--- config.mk ---
export PLATFORM = sky130hd
export DESIGN_NAME = mc_ctrl_fsm
export DESIGN_NICKNAME = d
export VERILOG_FILES = /design/src/rtl/mcc_pkg.sv /design/src/rtl/ctrl_next_state.sv /design/src/rtl/ctrl_out_decode.sv /design/src/rtl/mc_ctrl_fsm.sv
export SDC_FILE = /design/constraint.sdc
export NUM_CORES = 1
export LEC_CHECK = 0
export ABC_AREA = 1
export CAP_MARGIN = 15
export CORE_AREA = 2 2 39 41
export DETAILED_ROUTE_END_ITERATION = 8
export DIE_AREA = 0 0 41 43
export PLACE_DENSITY = 0.82
export SLEW_MARGIN = 20
export SYNTH_ARGS = -nofsm -noshare
export SYNTH_HDL_FRONTEND = slang
export SYNTH_SLANG_ARGS = --single-unit
--- constraint.sdc ---
create_clock -name clk -period 2.7 [get_ports clk]
set_input_delay 0.675 -clock clk [delete_from_list [all_inputs] [get_ports clk]]
set_output_delay 0.675 -clock clk [all_outputs]
set_load 0.005 [all_outputs]
--- src/rtl/mcc_pkg.sv ---
package mcc_pkg;
  typedef enum logic [3:0] {
    S_FETCH, S_DECODE, S_ADDR, S_LDRD, S_LDWB,
    S_STWR, S_REXE, S_RWB, S_BEQ, S_JMP
  } st_e;

  typedef struct packed {
    logic       mem_rd;
    logic       mem_wr;
    logic       ir_wr;
    logic       pc_wr;
    logic       pc_wr_cond;
    logic       reg_wr;
    logic       addr_sel;
    logic       reg_dst;
    logic       wb_sel;
    logic       alu_a_sel;
    logic [1:0] alu_b_sel;
    logic [1:0] alu_op;
    logic [1:0] pc_src;
  } ctl_t;

  localparam logic [1:0] ALU_ADD = 2'd0;
  localparam logic [1:0] ALU_SUB = 2'd1;
  localparam logic [1:0] ALU_FN  = 2'd2;
  localparam logic [1:0] B_REG   = 2'd0;
  localparam logic [1:0] B_FOUR  = 2'd1;
  localparam logic [1:0] B_IMM   = 2'd2;
  localparam logic [1:0] B_IMMSH = 2'd3;
  localparam logic [1:0] PC_ALU  = 2'd0;
  localparam logic [1:0] PC_OUT  = 2'd1;
  localparam logic [1:0] PC_JMP  = 2'd2;
endpackage

--- src/rtl/ctrl_next_state.sv ---
module ctrl_next_state
  import mcc_pkg::*;
#(
  parameter int OP_W = 6,
  parameter logic [OP_W-1:0] OP_LW  = 6'h23,
  parameter logic [OP_W-1:0] OP_SW  = 6'h2B,
  parameter logic [OP_W-1:0] OP_RT  = 6'h00,
  parameter logic [OP_W-1:0] OP_BEQ = 6'h04,
  parameter logic [OP_W-1:0] OP_J   = 6'h02
) (
  input  st_e             cur_i,
  input  logic [OP_W-1:0] op_i,
  output st_e             nxt_o
);
  always_comb begin
    nxt_o = S_FETCH;
    unique case (cur_i)
      S_FETCH:  nxt_o = S_DECODE;
      S_DECODE: begin
        if (op_i == OP_LW || op_i == OP_SW) nxt_o = S_ADDR;
        else if (op_i == OP_RT)             nxt_o = S_REXE;
        else if (op_i == OP_BEQ)            nxt_o = S_BEQ;
        else if (op_i == OP_J)              nxt_o = S_JMP;
        else                                nxt_o = S_FETCH;
      end
      S_ADDR:   nxt_o = (op_i == OP_LW) ? S_LDRD : S_STWR;
      S_LDRD:   nxt_o = S_LDWB;
      S_REXE:   nxt_o = S_RWB;
      default:  nxt_o = S_FETCH;
    endcase
  end
endmodule

--- src/rtl/ctrl_out_decode.sv ---
module ctrl_out_decode
  import mcc_pkg::*;
(
  input  st_e  st_i,
  output ctl_t ctl_o
);
  always_comb begin
    ctl_o = '0;
    unique case (st_i)
      S_FETCH: begin
        ctl_o.mem_rd    = 1'b1;
        ctl_o.ir_wr     = 1'b1;
        ctl_o.pc_wr     = 1'b1;
        ctl_o.alu_b_sel = B_FOUR;
        ctl_o.alu_op    = ALU_ADD;
        ctl_o.pc_src    = PC_ALU;
      end
      S_DECODE: begin
        ctl_o.alu_b_sel = B_IMMSH;
        ctl_o.alu_op    = ALU_ADD;
      end
      S_ADDR: begin
        ctl_o.alu_a_sel = 1'b1;
        ctl_o.alu_b_sel = B_IMM;
        ctl_o.alu_op    = ALU_ADD;
      end
      S_LDRD: begin
        ctl_o.mem_rd   = 1'b1;
        ctl_o.addr_sel = 1'b1;
      end
      S_LDWB: begin
        ctl_o.reg_wr  = 1'b1;
        ctl_o.reg_dst = 1'b0;
        ctl_o.wb_sel  = 1'b1;
      end
      S_STWR: begin
        ctl_o.mem_wr   = 1'b1;
        ctl_o.addr_sel = 1'b1;
      end
      S_REXE: begin
        ctl_o.alu_a_sel = 1'b1;
        ctl_o.alu_b_sel = B_REG;
        ctl_o.alu_op    = ALU_FN;
      end
      S_RWB: begin
        ctl_o.reg_wr  = 1'b1;
        ctl_o.reg_dst = 1'b1;
        ctl_o.wb_sel  = 1'b0;
      end
      S_BEQ: begin
        ctl_o.alu_a_sel  = 1'b1;
        ctl_o.alu_b_sel  = B_REG;
        ctl_o.alu_op     = ALU_SUB;
        ctl_o.pc_wr_cond = 1'b1;
        ctl_o.pc_src     = PC_OUT;
      end
      S_JMP: begin
        ctl_o.pc_wr  = 1'b1;
        ctl_o.pc_src = PC_JMP;
      end
      default: ctl_o = '0;
    endcase
  end
endmodule

--- src/rtl/mc_ctrl_fsm.sv ---
module mc_ctrl_fsm
  import mcc_pkg::*;
#(
  parameter int OP_W = 6,
  parameter logic [OP_W-1:0] OP_LW  = 6'h23,
  parameter logic [OP_W-1:0] OP_SW  = 6'h2B,
  parameter logic [OP_W-1:0] OP_RT  = 6'h00,
  parameter logic [OP_W-1:0] OP_BEQ = 6'h04,
  parameter logic [OP_W-1:0] OP_J   = 6'h02
) (
  input  logic            clk,
  input  logic            rst,
  input  logic [OP_W-1:0] opcode_i,
  input  logic            zero_i,
  output logic            mem_rd_o,
  output logic            mem_wr_o,
  output logic            ir_wr_o,
  output logic            pc_wr_o,
  output logic            pc_wr_cond_o,
  output logic            pc_en_o,
  output logic            reg_wr_o,
  output logic            addr_sel_o,
  output logic            reg_dst_o,
  output logic            wb_sel_o,
  output logic            alu_a_sel_o,
  output logic [1:0]      alu_b_sel_o,
  output logic [1:0]      alu_op_o,
  output logic [1:0]      pc_src_o
);
  st_e  st_q, st_d;
  ctl_t ctl;

  ctrl_next_state #(
    .OP_W(OP_W), .OP_LW(OP_LW), .OP_SW(OP_SW),
    .OP_RT(OP_RT), .OP_BEQ(OP_BEQ), .OP_J(OP_J)
  ) u_next (
    .cur_i(st_q),
    .op_i (opcode_i),
    .nxt_o(st_d)
  );

  ctrl_out_decode u_dec (
    .st_i (st_q),
    .ctl_o(ctl)
  );

  always_ff @(posedge clk) begin
    if (rst) st_q <= S_FETCH;
    else     st_q <= st_d;
  end

  // Enables are gated by reset; selects pass straight through.
  assign mem_rd_o     = ctl.mem_rd     & ~rst;
  assign mem_wr_o     = ctl.mem_wr     & ~rst;
  assign ir_wr_o      = ctl.ir_wr      & ~rst;
  assign pc_wr_o      = ctl.pc_wr      & ~rst;
  assign pc_wr_cond_o = ctl.pc_wr_cond & ~rst;
  assign reg_wr_o     = ctl.reg_wr     & ~rst;
  assign pc_en_o      = pc_wr_o | (pc_wr_cond_o & zero_i);
  assign addr_sel_o   = ctl.addr_sel;
  assign reg_dst_o    = ctl.reg_dst;
  assign wb_sel_o     = ctl.wb_sel;
  assign alu_a_sel_o  = ctl.alu_a_sel;
  assign alu_b_sel_o  = ctl.alu_b_sel;
  assign alu_op_o     = ctl.alu_op;
  assign pc_src_o     = ctl.pc_src;

  // enables quiet while reset is held
  a_r1_reset_quiet: assert property (@(posedge clk)
    rst |-> !(mem_rd_o || mem_wr_o || ir_wr_o || pc_wr_o || pc_wr_cond_o || reg_wr_o));

  // release of reset lands in fetch
  a_r1_release_fetch: assert property (@(posedge clk) disable iff (rst)
    $past(rst) |-> (ir_wr_o && mem_rd_o && pc_wr_o));

  // the cycle after fetch is decode
  a_r3_fetch_then_decode: assert property (@(posedge clk) disable iff (rst)
    ir_wr_o |=> (!ir_wr_o && !mem_rd_o && !pc_wr_o && alu_b_sel_o == B_IMMSH && !alu_a_sel_o));

  // single write target per cycle
  a_r11_one_write: assert property (@(posedge clk) disable iff (rst)
    $onehot0({mem_wr_o, reg_wr_o, ir_wr_o}));

  // terminal cycles are followed by fetch
  a_r11_store_returns: assert property (@(posedge clk) disable iff (rst)
    mem_wr_o |=> ir_wr_o);
  a_r11_regwr_returns: assert property (@(posedge clk) disable iff (rst)
    reg_wr_o |=> ir_wr_o);
  a_r11_branch_returns: assert property (@(posedge clk) disable iff (rst)
    (pc_wr_cond_o || (pc_wr_o && pc_src_o == PC_JMP)) |=> ir_wr_o);

  // conditional PC load only in a subtracting compare
  a_r7_cond_with_sub: assert property (@(posedge clk) disable iff (rst)
    pc_wr_cond_o |-> (alu_op_o == ALU_SUB && pc_src_o == PC_OUT));
endmodule

Word level (Yosys, flattened, before mapping)
Cells that the tools add are included.
Operators by class
  bitwise gates (word level): 9
  order comparisons: 0
  multipliers: 0
  div/mod/pow operators: 0
  mux-type cells: 17
  shifts and indexed selects: 0
  reductions and logical operators: 8
  add/sub/neg operators: 0
  equal/unequal tests: 13
Operator list (number)
  $pmux 4 s5: 2
  $eq 4x3->1 const B: 4
  $mux 4: 4
  $eq 6x6->1 const B: 2
  $eq 4x2->1 const B: 2
  $eq 4x4->1 const B: 2
  $mux 1: 8
  $pmux 2 s2: 2
  $reduce_or 2->1: 4
  $and 1x1->1: 7
  $eq 6x2->1 const B: 1
  $eq 6x3->1 const B: 1
  $logic_not 6->1: 1
  $eq 4x1->1 const B: 1
  $logic_not 4->1: 1
  $mux 3: 1
  $reduce_or 3->1: 1
  $logic_or 1x1->1: 1
  $not 1->1: 1
  $or 1x1->1: 1
Storage, ports and cells
  register bits: 4
  input bits: 9
  bits in read-only memories: 0
  RAM bits: 0
  memories: 0
  output and inout bits: 17
  logic and storage cells: 48
  latch bits: 0

Logic depth before layout (Yosys ltp)
Gate-level depths: netlist of run 1.
  word-level depth: 6
  gate-level depth with buffers: 7
  gate-level depth less buffers: 7

Cells and area by module
From an unflattened synthesis of run 1, not the netlist that was laid out.
Unflattened totals
  cells, all modules: 119
  area total of the unflattened synthesis: 561.8 um^2
By module, submodules not included
  ctrl_next_state: times used 1, seq. area each 0.0 um^2, cells an instance 50, area an instance 216.5 um^2
  mc_ctrl_fsm: times used 1, seq. area each 80.1 um^2, cells an instance 28, area an instance 188.9 um^2
  ctrl_out_decode: times used 1, seq. area each 0.0 um^2, cells an instance 41, area an instance 156.4 um^2

Least setup slack after synthesis of run 1
No wires, ideal clock.
  kind: input-to-output
  start point: in rst
  end point: out pc_en_o
  data required time: 2.025 ns
  buffers on the path: 1
  stages: 4
  data arrival time: 1.040 ns
  slack: 0.985 ns
  cells stage by stage: buf_4 inv_1 o21ai_1 nand2_1
On the way
  longest elaborated chain between the ends: 4
  elaborated cells on any way between the ends: 5
  classes of those cells: bitwise: 5
RTL lines
  start: declaration: RTL line mc_ctrl_fsm.sv:12  | input logic rst,
  $not 1->1 *: RTL line mc_ctrl_fsm.sv:56, mc_ctrl_fsm.sv:57
  $and 1x1->1: RTL line mc_ctrl_fsm.sv:57  | assign pc_wr_cond_o = ctl.pc_wr_cond & ~rst;
  $and 1x1->1: RTL line mc_ctrl_fsm.sv:59  | assign pc_en_o = pc_wr_o | (pc_wr_cond_o & zero_i);
  $or 1x1->1 *: RTL line mc_ctrl_fsm.sv:59
  end: declaration: RTL line mc_ctrl_fsm.sv:20  | output logic pc_en_o,
Every way passes the cells marked *; elsewhere a longest branch is shown, timed or not.

Worst setup path after layout of run 1
Same ends and word-level chain as after synthesis.

==> results.cfg, run 1 <==
[synthesis]
yosys_warnings = 0
syn_nets = 89
syn-cell-area_sq_um = 447
ys_ff_latch = 4
seq_area_frac_synth_pct = 17.9
avgSynthCellArea_sq_um = 5.58
yosysUniqueCellTypes = 19
synthCells = 80

[layout]
multi_input_area_sq_um = 307
layout.nets = 120
diodes = 0
reg_top3 = st_q (4)
register_area_sq_um = 80.1
layout_common_cells = clkdlybuf4s50_1 (24), nand2_1 (17), nor2_1 (15), inv_1 (9), inv_2 (5)
largest_register_ff_count = 4
area_growth_pct = 66.9
largest_register = st_q
layout_commonest_cell = clkdlybuf4s50_1
fillers = 150
stdcell_count = 125
drive_gt1_share_pct = 20.2

[cts]
cts_buffer_depth = 2
cts_tree = built
htreeDepth = 1
root_buffer = clkbuf_4
tritoncts.num_buffers = 3
clock_latency_ns = 0.24
clock-sinks = 4
clk_pin_slew_ns = 0.04

[route]
totalWireLength_mm = 1.10
avgViaCountPerCell = 4.67
ant_nets = 0
drtIter0Drc = 8
drc_errors = 0
vias = 584
wl_per_cell_um = 8.78
dr.pass1.iters = 4

[setup_path]
cp-end-kind = output port
critPathKind = primary input to output port
critPathRequiredTime_ns = 2.03
path_max_fanout = 7
ff2ff_path_depth = 7
cp.arrival_ns = 1.77
worstSetupStartpointType = primary input

[sta]
rsz0062_at_grt = false
setup_viol = 0
finalCriticalPeriod_ns = 2.44
maxSlewHeadroom_pct = 80.8
drv_slew = 0
worst_pin_slew_ns = 0.288
fmax_ghz = 0.409
fin_crit_sh_pct = 90.5
whs_ns = 0.574
fin_ws_ns = 0.258
hold_violations = 0
clock_skew_ns = 0.00278

[pwr]
ir_drop_v = 0.000168
total_power_uw = 194
p_per_area_nw_per_um2 = 260
p_leak_nw = 0.328

[floorplan]
initial_core_util_pct = 32.3
core_sq_um = 1380
die_area_sq_um = 1760
fp.dieH_um = 43
chipWidth_um = 41
ios = 26
num_rows = 14

[placed_design]
port_buffers = 25
dp_slack_ns = -0.0271
place_hpwl_um = 956
dp.cells = 122
gp_congestion = 0.748

[min_path]
hp-class = flip-flop to flip-flop
whs_path_depth = 3

[global_routing]
grt_pass1_vias = 472
grt-ovfl-total = 0
antenna_found_initial = 0
grt_pass1_wl_mm = 1.77
grt_max_degree = 11
grt_usage_pct = 14.4

[flow_run]
maxCapViolations = 0

[run_status]
status = finished, final reports clean
critical path, cell delays in order:
cell and delay, ns:
dlygate4sd2_1 0.37, inv_1 0.10, o21ai_1 0.11, nand2_1 0.08
clkdlybuf4s50_1 0.45
cell usage after synthesis (all sizes together):
cell	n	area, sq um
nand4	2	12.5
nor3	6	40.0
dfxtp	4	80.1
o21ai	3	15.0
nand3	4	20.0
nor2	20	97.6
nand2	21	93.8
o22ai	1	6.26
inv	14	52.6
a21oi	3	15.0
or2	1	6.26
buf	1	7.51
where the power goes:
part           internal, mW  total [mW]  leakage [nW]  switching [mW]
registers            0.0610      0.0629        0.0326         0.00191
clock network        0.0498      0.0755        0.0138          0.0257
logic                0.0311      0.0556         0.282          0.0245
total                 0.142       0.194         0.328          0.0521
layout make-up:
class                      count  area share [%]
sequential                     4            10.7
multi-input combinational     61            41.1
inverter                      14            7.05
tap                           16            2.68
clock buffer                   3            3.02
timing repair buffer          27            35.4
per-stage QoR:
step	setup TNS, ns	instance area [sq um]	util [%]
2_1_floorplan	0	447	-
3_3_place_gp	0	724	52.4
3_5_place_dp	-0.0271	724	52.4
4_1_cts	0	746	53.9
5_1_grt	0	746	53.9
6_report	0	746	53.9
cell families (layout without fill, tap and decap cells):
logic type	count (synthesis)	count (layout)	synth area share, %
simple gates	54	54	60.5
buf+inv	15	44	13.4
compound gates	7	7	8.12
flops	4	4	17.9
worst paths after layout:
check | start | slack (ns) | to
hold reg to reg | st_q[3]$_SDFF_PP0_ | 0.57 | st_q[1]$_SDFF_PP0_
setup / recovery | rst | 0.26 | pc_en_o
hold / removal | st_q[3]$_SDFF_PP0_ | 0.57 | st_q[1]$_SDFF_PP0_
setup reg to reg | st_q[2]$_SDFF_PP0_ | 1.61 | st_q[2]$_SDFF_PP0_
metal layers:
metal  wire length (um)  vias to the layer above  share of wire [%]  global-route usage, %
met3                 95                        4                8.7                   3.14
met2                531                       24                 48                   23.1
met1                447                      245                 41                   16.6
met4                 23                        0                2.1                   8.00
met5                  0                        -                  0                      0
li1                   -                      311                  -                      -
what timing repair did:
item,CTS,global route
resized for setup,1,0
setup endpoints to repair,1,0
hold buffers,0,0
endpoints found under the hold margin,0,0
setup buffers,0,0
Power figures use the tool's default switching activity.
==> run 2, diff against run 1 <==
--- a/config.mk
+++ b/config.mk
@@ -11,6 +11,7 @@
 export DETAILED_ROUTE_END_ITERATION = 8
 export DIE_AREA = 0 0 41 43
 export PLACE_DENSITY = 0.82
+export SKIP_LAST_GASP = 1
 export SLEW_MARGIN = 20
 export SYNTH_ARGS = -nofsm -noshare
 export SYNTH_HDL_FRONTEND = slang
==> results of run 2 <==
Final layout, timing and power as in run 1 (identical DEF).
==> run 3, diff against run 2 <==
--- a/config.mk
+++ b/config.mk
@@ -11,6 +11,7 @@
 export DETAILED_ROUTE_END_ITERATION = 8
 export DIE_AREA = 0 0 41 43
 export PLACE_DENSITY = 0.82
+export SETUP_SLACK_MARGIN = 0.1
 export SKIP_LAST_GASP = 1
 export SLEW_MARGIN = 20
 export SYNTH_ARGS = -nofsm -noshare
==> results of run 3 <==
Final layout, timing and power as in run 1 (identical DEF).
